`src/rtl/wpirq_pkg.sv`:
```
package wpirq_pkg;
  localparam int unsigned WORD_W = 32;
  localparam logic [1:0] SIZE_WORD = 2'd2;

  // Register index = byte offset / 4; order sets the decode.
  typedef enum logic [2:0] {
    SEL_LOCK = 3'd0,
    SEL_CTRL = 3'd1,
    SEL_STAT = 3'd2,
    SEL_MASK = 3'd3,
    SEL_ENA  = 3'd4,
    SEL_DIS  = 3'd5,
    SEL_TRIG = 3'd6,
    SEL_NONE = 3'd7
  } reg_sel_e;
endpackage

```
`src/rtl/wpirq_decode.sv`:
```
module wpirq_decode
  import wpirq_pkg::*;
#(
  parameter int unsigned ADDR_W = 16
) (
  input  logic              bus_req,
  input  logic              bus_we,
  input  logic [ADDR_W-1:0] bus_addr,
  input  logic [1:0]        bus_size,
  output reg_sel_e          sel,
  output logic              wr_act,
  output logic              rd_act
);
  localparam int unsigned IDX_W = ADDR_W - 2;
  localparam logic [IDX_W-1:0] MAX_IDX = IDX_W'(SEL_TRIG);

  logic [IDX_W-1:0] idx;
  logic             mapped;

  assign idx = bus_addr[ADDR_W-1:2];

  always_comb begin
    mapped = (bus_size == SIZE_WORD) && (bus_addr[1:0] == 2'b00) && (idx <= MAX_IDX);
    if (mapped) begin
      sel = reg_sel_e'(idx[2:0]);
    end else begin
      sel = SEL_NONE;
    end
  end

  assign wr_act = bus_req && bus_we && (sel != SEL_NONE);
  assign rd_act = bus_req && !bus_we;
endmodule

```
`src/rtl/wpirq_lock.sv`:
```
module wpirq_lock (
  input  logic clk,
  input  logic rst_n,
  input  logic wr_en,
  input  logic wr_bit,
  output logic lock_q
);
  logic lock_d;

  always_comb begin
    lock_d = lock_q;
    if (wr_en) begin
      lock_d = wr_bit;
    end
  end

  always_ff @(posedge clk or negedge rst_n) begin
    if (!rst_n) begin
      lock_q <= 1'b1;
    end else begin
      lock_q <= lock_d;
    end
  end
endmodule

```
`src/rtl/wpirq_intgroup.sv`:
```
module wpirq_intgroup #(
  parameter int unsigned NUM_SRC = 1
) (
  input  logic               clk,
  input  logic               rst_n,
  input  logic               stat_clr_en,
  input  logic               stat_set_en,
  input  logic               mask_clr_en,
  input  logic               mask_set_en,
  input  logic [NUM_SRC-1:0] bits,
  output logic [NUM_SRC-1:0] status_q,
  output logic [NUM_SRC-1:0] mask_q,
  output logic               irq
);
  logic [NUM_SRC-1:0] status_d;
  logic [NUM_SRC-1:0] mask_d;

  for (genvar i = 0; i < NUM_SRC; i++) begin : g_src
    always_comb begin
      status_d[i] = status_q[i];
      if (stat_clr_en && bits[i]) begin
        status_d[i] = 1'b0;
      end else if (stat_set_en && bits[i]) begin
        status_d[i] = 1'b1;
      end
      mask_d[i] = mask_q[i];
      if (mask_clr_en && bits[i]) begin
        mask_d[i] = 1'b0;
      end else if (mask_set_en && bits[i]) begin
        mask_d[i] = 1'b1;
      end
    end

    always_ff @(posedge clk or negedge rst_n) begin
      if (!rst_n) begin
        status_q[i] <= 1'b0;
        mask_q[i]   <= 1'b1;
      end else begin
        status_q[i] <= status_d[i];
        mask_q[i]   <= mask_d[i];
      end
    end
  end

  assign irq = |(status_q & ~mask_q);
endmodule

```
`src/rtl/wpirq_regset.sv`:
```
module wpirq_regset
  import wpirq_pkg::*;
#(
  parameter int unsigned ADDR_W  = 16,
  parameter int unsigned NUM_SRC = 1,
  parameter int unsigned CTRL_W  = 1
) (
  input  logic              clk,
  input  logic              rst_n,
  input  logic              bus_req,
  input  logic              bus_we,
  input  logic [ADDR_W-1:0] bus_addr,
  input  logic [1:0]        bus_size,
  input  logic [31:0]       bus_wdata,
  output logic [31:0]       bus_rdata,
  output logic [CTRL_W-1:0] ctrl_o,
  output logic              irq_o
);
  reg_sel_e           sel;
  logic               wr_act;
  logic               rd_act;
  logic               lock_q;
  logic               wr_open;
  logic [NUM_SRC-1:0] status_q;
  logic [NUM_SRC-1:0] mask_q;
  logic [CTRL_W-1:0]  ctrl_q;
  logic [CTRL_W-1:0]  ctrl_d;
  logic [WORD_W-1:0]  rd_word;
  logic [WORD_W-1:0]  rdata_q;
  logic [WORD_W-1:0]  rdata_d;

  wpirq_decode #(.ADDR_W(ADDR_W)) u_decode (
    .bus_req  (bus_req),
    .bus_we   (bus_we),
    .bus_addr (bus_addr),
    .bus_size (bus_size),
    .sel      (sel),
    .wr_act   (wr_act),
    .rd_act   (rd_act)
  );

  wpirq_lock u_lock (
    .clk    (clk),
    .rst_n  (rst_n),
    .wr_en  (wr_act && (sel == SEL_LOCK)),
    .wr_bit (bus_wdata[0]),
    .lock_q (lock_q)
  );

  // Protected writes pass only while unlocked.
  assign wr_open = wr_act && !lock_q;

  wpirq_intgroup #(.NUM_SRC(NUM_SRC)) u_group (
    .clk         (clk),
    .rst_n       (rst_n),
    .stat_clr_en (wr_open && (sel == SEL_STAT)),
    .stat_set_en (wr_open && (sel == SEL_TRIG)),
    .mask_clr_en (wr_open && (sel == SEL_ENA)),
    .mask_set_en (wr_open && (sel == SEL_DIS)),
    .bits        (bus_wdata[NUM_SRC-1:0]),
    .status_q    (status_q),
    .mask_q      (mask_q),
    .irq         (irq_o)
  );

  always_comb begin
    ctrl_d = ctrl_q;
    if (wr_open && (sel == SEL_CTRL)) begin
      ctrl_d = bus_wdata[CTRL_W-1:0];
    end
  end

  always_ff @(posedge clk or negedge rst_n) begin
    if (!rst_n) begin
      ctrl_q <= '0;
    end else begin
      ctrl_q <= ctrl_d;
    end
  end

  always_comb begin
    rd_word = '0;
    unique case (sel)
      SEL_LOCK: rd_word[0]            = lock_q;
      SEL_CTRL: rd_word[CTRL_W-1:0]   = ctrl_q;
      SEL_STAT: rd_word[NUM_SRC-1:0]  = status_q;
      SEL_MASK: rd_word[NUM_SRC-1:0]  = mask_q;
      default:  rd_word               = '0;
    endcase
  end

  always_comb begin
    rdata_d = rdata_q;
    if (rd_act) begin
      rdata_d = rd_word;
    end
  end

  always_ff @(posedge clk or negedge rst_n) begin
    if (!rst_n) begin
      rdata_q <= '0;
    end else begin
      rdata_q <= rdata_d;
    end
  end

  assign bus_rdata = rdata_q;
  assign ctrl_o    = ctrl_q;
endmodule

```
`config.mk`:
```
export PLATFORM = sky130hd
export DESIGN_NAME = wpirq_regset
export DESIGN_NICKNAME = d
export VERILOG_FILES = /design/src/rtl/wpirq_pkg.sv /design/src/rtl/wpirq_decode.sv /design/src/rtl/wpirq_lock.sv /design/src/rtl/wpirq_intgroup.sv /design/src/rtl/wpirq_regset.sv
export SDC_FILE = /design/constraint.sdc
export NUM_CORES = 1
export LEC_CHECK = 0
export ABC_AREA = 1
export BUFFER_PORTS_ARGS = -buffer_cell sky130_fd_sc_hd__buf_2
export CORE_MARGIN = 1
export CORE_UTILIZATION = 36
export DETAILED_ROUTE_END_ITERATION = 6
export PLACE_DENSITY = 0.85
export SKIP_CTS_REPAIR_TIMING = 1
export SYNTH_ARGS = -nofsm -noshare
export SYNTH_HDL_FRONTEND = slang
export SYNTH_SLANG_ARGS = --single-unit
```
`constraint.sdc`:
```
create_clock -name clk -period 2.85 [get_ports clk]
set_clock_uncertainty 0.05 [all_clocks]
set_input_delay 0.1425 -clock clk [delete_from_list [all_inputs] [get_ports clk]]
set_output_delay 0.1425 -clock clk [all_outputs]
set_load 0.03 [all_outputs]
```
# --- Word level (Yosys, flattened, before mapping) ---
# Index checks and enable logic that the tools add are counted.
word_totals:
  output_inout_bits: 34
  regBits: 5
  word_cells: 44
  inputBits: 54
op_classes:
  reduce_logical: 22
  order_cmp: 1
  n_eq_ne: 8
  n_bitwise: 2
  muxes: 6
ops:
  columns: ["cell", "count"]
  rows:
  - ["$logic_and 1x1->1", 16]
  - ["$le 14x3->1 const B", 1]
  - ["$eq 3x3->1 const B", 3]
  - ["$eq 3x2->1 const B", 2]
  - ["$mux 1", 4]
  - ["$pmux 1 s4", 1]
  - ["$reduce_bool 2->1", 2]
  - ["$eq 3x1->1 const B", 1]
  - ["$logic_not 3->1", 1]
  - ["$mux 3", 1]
  - ["$ne 3x3->1 const B", 1]
  - ["$eq 2x2->1 const B", 1]
  - ["$logic_not 1->1", 2]
  - ["$logic_not 2->1", 1]
  - ["$and 1x1->1", 1]
  - ["$not 1->1", 1]

# --- Longest topological paths before layout ---
logic_depth:
  word_depth: 11
  mapped_depth: 12
  ltp_nobuf: 11

# --- Hierarchy ---
# A second synthesis with hierarchy kept.
unflattened:
  cells_unflattened: 109
  area_unflattened_um2: 686.9
modules_own_cells:
  columns: ["mod", "area_each_um2", "instances", "cells_each", "seq_area_each_um2"]
  rows:
  - ["wpirq_regset", 430.4, 1, 64, 50.0]
  - ["wpirq_decode", 115.1, 1, 25, 0.0]
  - ["wpirq_intgroup", 100.1, 1, 15, 51.3]
  - ["wpirq_lock", 41.3, 1, 5, 26.3]

# --- Worst setup path before layout ---
# Ideal clock, no wire load.
synth_path:
  kind: "input to register"
  from: "input bus_addr[10]"
  to: "register ctrl_q, in the netlist ctrl_o"
  stages: 10
  path_buffers: 0
  t_arrival_ns: 0.999
  slack_ns: 1.679
  required_ns: 2.678
  setup_ns: 0.122
  path_cell_list: "nor2_1 nand2_1 nor2_4 inv_1 nor2_2 nand3b_1 nor2_2 nand3_1 nand2_1 o21ai_1"
synth_between:
  elab_chain_cells: 7
  elab_cells_between_ends: 8
  cone_classes: "order compare (1); eq/ne (2); mux (1); reduce/logical (4)"
synth_rtl:
  columns: ["element", "line", "source"]
  rows:
  - ["start: declaration", "wpirq_regset.sv:12", "input logic [ADDR_W-1:0] bus_addr,"]
  - ["$le 14x3->1 (*)", "wpirq_decode.sv:23", "mapped = (bus_size == SIZE_WORD) && (bus_addr[1:0] == 2'b00) && (idx <= MAX_IDX);"]
  - ["$logic_and 1x1->1 (*)", "wpirq_decode.sv:23", null]
  - ["$mux 3 (*)", "wpirq_decode.sv:24", "if (mapped) begin"]
  - ["$ne 3x3->1", "wpirq_decode.sv:31", "assign wr_act = bus_req && bus_we && (sel != SEL_NONE);"]
  - ["$logic_and 1x1->1", "wpirq_decode.sv:31", null]
  - ["$logic_and 1x1->1", "wpirq_regset.sv:51", "assign wr_open = wr_act && !lock_q;"]
  - ["$logic_and 1x1->1 (*)", "wpirq_regset.sv:68", "if (wr_open && (sel == SEL_CTRL)) begin"]
  - ["end signal: assignment", "wpirq_regset.sv:77", "ctrl_q <= ctrl_d;"]
  - ["end: declaration", "wpirq_regset.sv:26", "logic [CTRL_W-1:0] ctrl_q;"]
# Every way passes the cells marked *; elsewhere a longest branch is shown, timed or not.
# A chain may end at the register's enable or synchronous reset.

# --- Worst setup path after layout ---
layout_path:
  from: "register u_group.mask_q"
  to: "output irq_o"
layout_between:
  elab_chain_cells: 2
layout_rtl:
  columns: ["element", "line", "source"]
  rows:
  - ["start: declaration", "wpirq_intgroup.sv:12", "output logic [NUM_SRC-1:0] mask_q,"]
  - ["start signal: indexed assignment", "wpirq_intgroup.sv:40", "mask_q[i] <= mask_d[i];"]
  - ["$not 1->1", "wpirq_intgroup.sv:45", "assign irq = |(status_q & ~mask_q);"]
  - ["$and 1x1->1", "wpirq_intgroup.sv:45", null]
  - ["end: declaration", "wpirq_regset.sv:17", "output logic irq_o"]
# No other way between the ends.

==> impl_metrics.json <==
{
  "std_cell_rows": 16,
  "antenna_found_initial": 0,
  "synth.avg_cell_area_um2": 6.550,
  "nNetsFinal": 202,
  "reg2reg_to": "u_group.mask_q$_DFFE_PN1P_",
  "gp_congestion": 0.7857,
  "required_ns": 2.66,
  "status": "complete, no violations",
  "antennaDiodeCount": 0,
  "multiInputGateArea_um2": 460.4,
  "synthMuxAreaShare_pct": 0,
  "finalWorstSetupSlack_ns": 1.659,
  "yosys.area_share.xor_xnor_pct": 0,
  "drc": 0,
  "finalCriticalPeriod_ns": 1.191,
  "die_x_um": 48.53,
  "grt_overflow": 0,
  "peakVddDrop_mv": 0.1684,
  "r2r_cells": 3,
  "vias_per_cell": 3.914,
  "final_cell_mix": "conb_1, buf_2, inv_1, nand2_1, nor2_1",
  "met2WireLength_um": 707,
  "post-route-period-util_pct": 41.78,
  "final_common_cell": "conb_1",
  "synth_compound_area_share_pct": 4.655,
  "ios": 88,
  "setup_tns_ns": 0,
  "wl_met1_um": 590,
  "initialDrtViolationCount": 11,
  "setup-violations-final": 0,
  "p_per_area_nw_per_um2": 294.0,
  "path_clk_slew_ns": 0.04,
  "ff_latch_area_um2": 127.6,
  "root_buffer": "clkbuf_4",
  "whs_path_depth": 4,
  "holdCritStartpoint": "bus_req",
  "dr_wl_met3_um": 85,
  "worstPathArrival_ns": 1.00,
  "htreeDepth": 1,
  "cts_buffers": 3,
  "maxCapViolCount": 0,
  "core_area_um2": 2002,
  "r2r_slack_ns": 1.80,
  "clkLatencyLatePin_ns": 0.24,
  "p_leak_nw": 0.4623,
  "start_util_pct": 38.94,
  "cts_buffer_depth": 2,
  "critPathKind": "reg -> out",
  "grt_max_degree": 9,
  "yosys.area_share.simple_pct": 39.49,
  "synth_fa_ha_area_share_pct": 0,
  "yosys_register_bits": 5,
  "hold_path_class": "in -> reg",
  "synth_cell_types": 23,
  "synth_top_family_by_area": "simple AND/OR/NAND/NOR gates",
  "worst_r2r_startpoint": "u_lock.lock_q$_DFFE_PN1P_",
  "area_growth_pct": 8.186,
  "finalHoldViolations": 0,
  "crit_start": "u_group.mask_q$_DFFE_PN1P_",
  "wire_per_inst_um": 7.948,
  "seq_area_frac_synth_pct": 16.37,
  "finalMaxSlewViolations": 0,
  "rsz0062_at_grt": "no",
  "holdPathEnd": "bus_rdata[0]$_DFFE_PN0P_",
  "dr_total_vias": 681,
  "timing.fmax_mhz": 839.9,
  "top_layer_used": "met3",
  "synth_cells": 119,
  "end_kind": "primary output",
  "yosys_warnings": 0,
  "die_area_um2": 2355,
  "cp_max_fo": 3,
  "cts_tree": "built",
  "die_h_um": 48.53,
  "synth_area_um2": 779.5,
  "drive_gt1_share_pct": 29.25,
  "place.port_buffers": 25,
  "drt_wl_total_um": 1383,
  "dp_hpwl_um": 1204,
  "ant_nets": 0,
  "cts.sinks": 5,
  "grt_pass1_wl_um": 2159,
  "grt_pass1_vias": 561,
  "drt-pass1-iter-count": 4,
  "groute.usage.overall_pct": 11.83,
  "pre_cts_ws_ns": 1.473,
  "startpoint_type": "register",
  "fillers": 223
}
-- worst max path at each step --
stage,to,slack (ns),depth (start not counted)
after CTS,irq_o,1.65,2
after global placement,ctrl_o$_DFFE_PN0P_,1.47,11
final,irq_o,1.66,2
after detailed placement,ctrl_o$_DFFE_PN0P_,1.47,11
after floorplan,ctrl_o$_DFFE_PN0P_,1.68,10
after global routing,ctrl_o$_DFFE_PN0P_,1.56,11
-- registers in the layout (all words and copies together), names as in the netlist --
name              count
bus_rdata             1
ctrl_o                1
u_group.mask_q        1
u_group.status_q      1
u_lock.lock_q         1
-- cells by family after synthesis --
group                  Yosys count
AO/OA/AOI/OAI                    6
buffers and inverters           48
flip-flops                       5
other                            1
AND/OR/NAND/NOR                 59
-- critical path, stage by stage, from the launching register on --
cell and delay, ns:
dfstp_2 0.54, nor2_1 0.05, buf_2 0.17
-- cells in the mapped netlist --
cell	number	share of area (%)
o21ai_0	2	1.3
nand2_2	2	1.6
nor2_2	3	2.4
a21boi_1	1	0.96
buf_4	31	30
inv_2	1	0.48
inv_1	15	7.2
dfrtp_1	3	9.6
nand3_1	9	5.8
buf_6	1	1.4
dfstp_2	2	6.7
nor2_4	2	2.9
nand4_1	3	2.4
nand2_1	15	7.2
a21oi_2	1	1.1
nand3b_1	2	1.9
nor3_1	6	3.9
o21ai_1	1	0.64
nand3_2	3	3.9
nor2_1	13	6.3
nor3_2	1	1.3
conb_1	1	0.48
a21oi_1	1	0.64
-- routing by layer --
metal	vias up	GRT usage, %
met2	28	21.36
met5	-	0
met3	0	3.459
li1	367	-
met1	286	13.58
met4	0	2.941
-- final cells by class --
class                           instances  area share (%)
Clock buffer                            4           3.116
Inverter                               16           7.122
Multi-Input combinational cell         96           54.60
Sequential cell                         5           15.13
Tap cell                               27           4.006
Timing Repair Buffer                   26           16.02
-- power by group --
part	internal, W	switching (W)	total [W]
Combinational	0.0000174	0.0000761	0.0000935
Clock	0.0000530	0.0000301	0.0000831
Sequential	0.0000714	0.000000000180	0.0000714
Total	0.000142	0.000106	0.000248
-- metrics by stage --
step	hold slack (ns)	std cells	cell area, µm²	utilization (%)	power [W]
6_report	0.1423	174	843.3	42.13	0.0002479
3_5_place_dp	-0.08556	169	807.0	40.31	0.0001642
5_1_grt	0.1666	174	843.3	42.13	0.0002648
3_3_place_gp	-0.08843	169	807.0	40.31	0.0001633
4_1_cts	-0.3431	173	833.3	41.63	0.0002492
2_1_floorplan	-0.2031	149	892.1	-	0.0001767
Note: power is estimated with default switching activity, not from simulation.
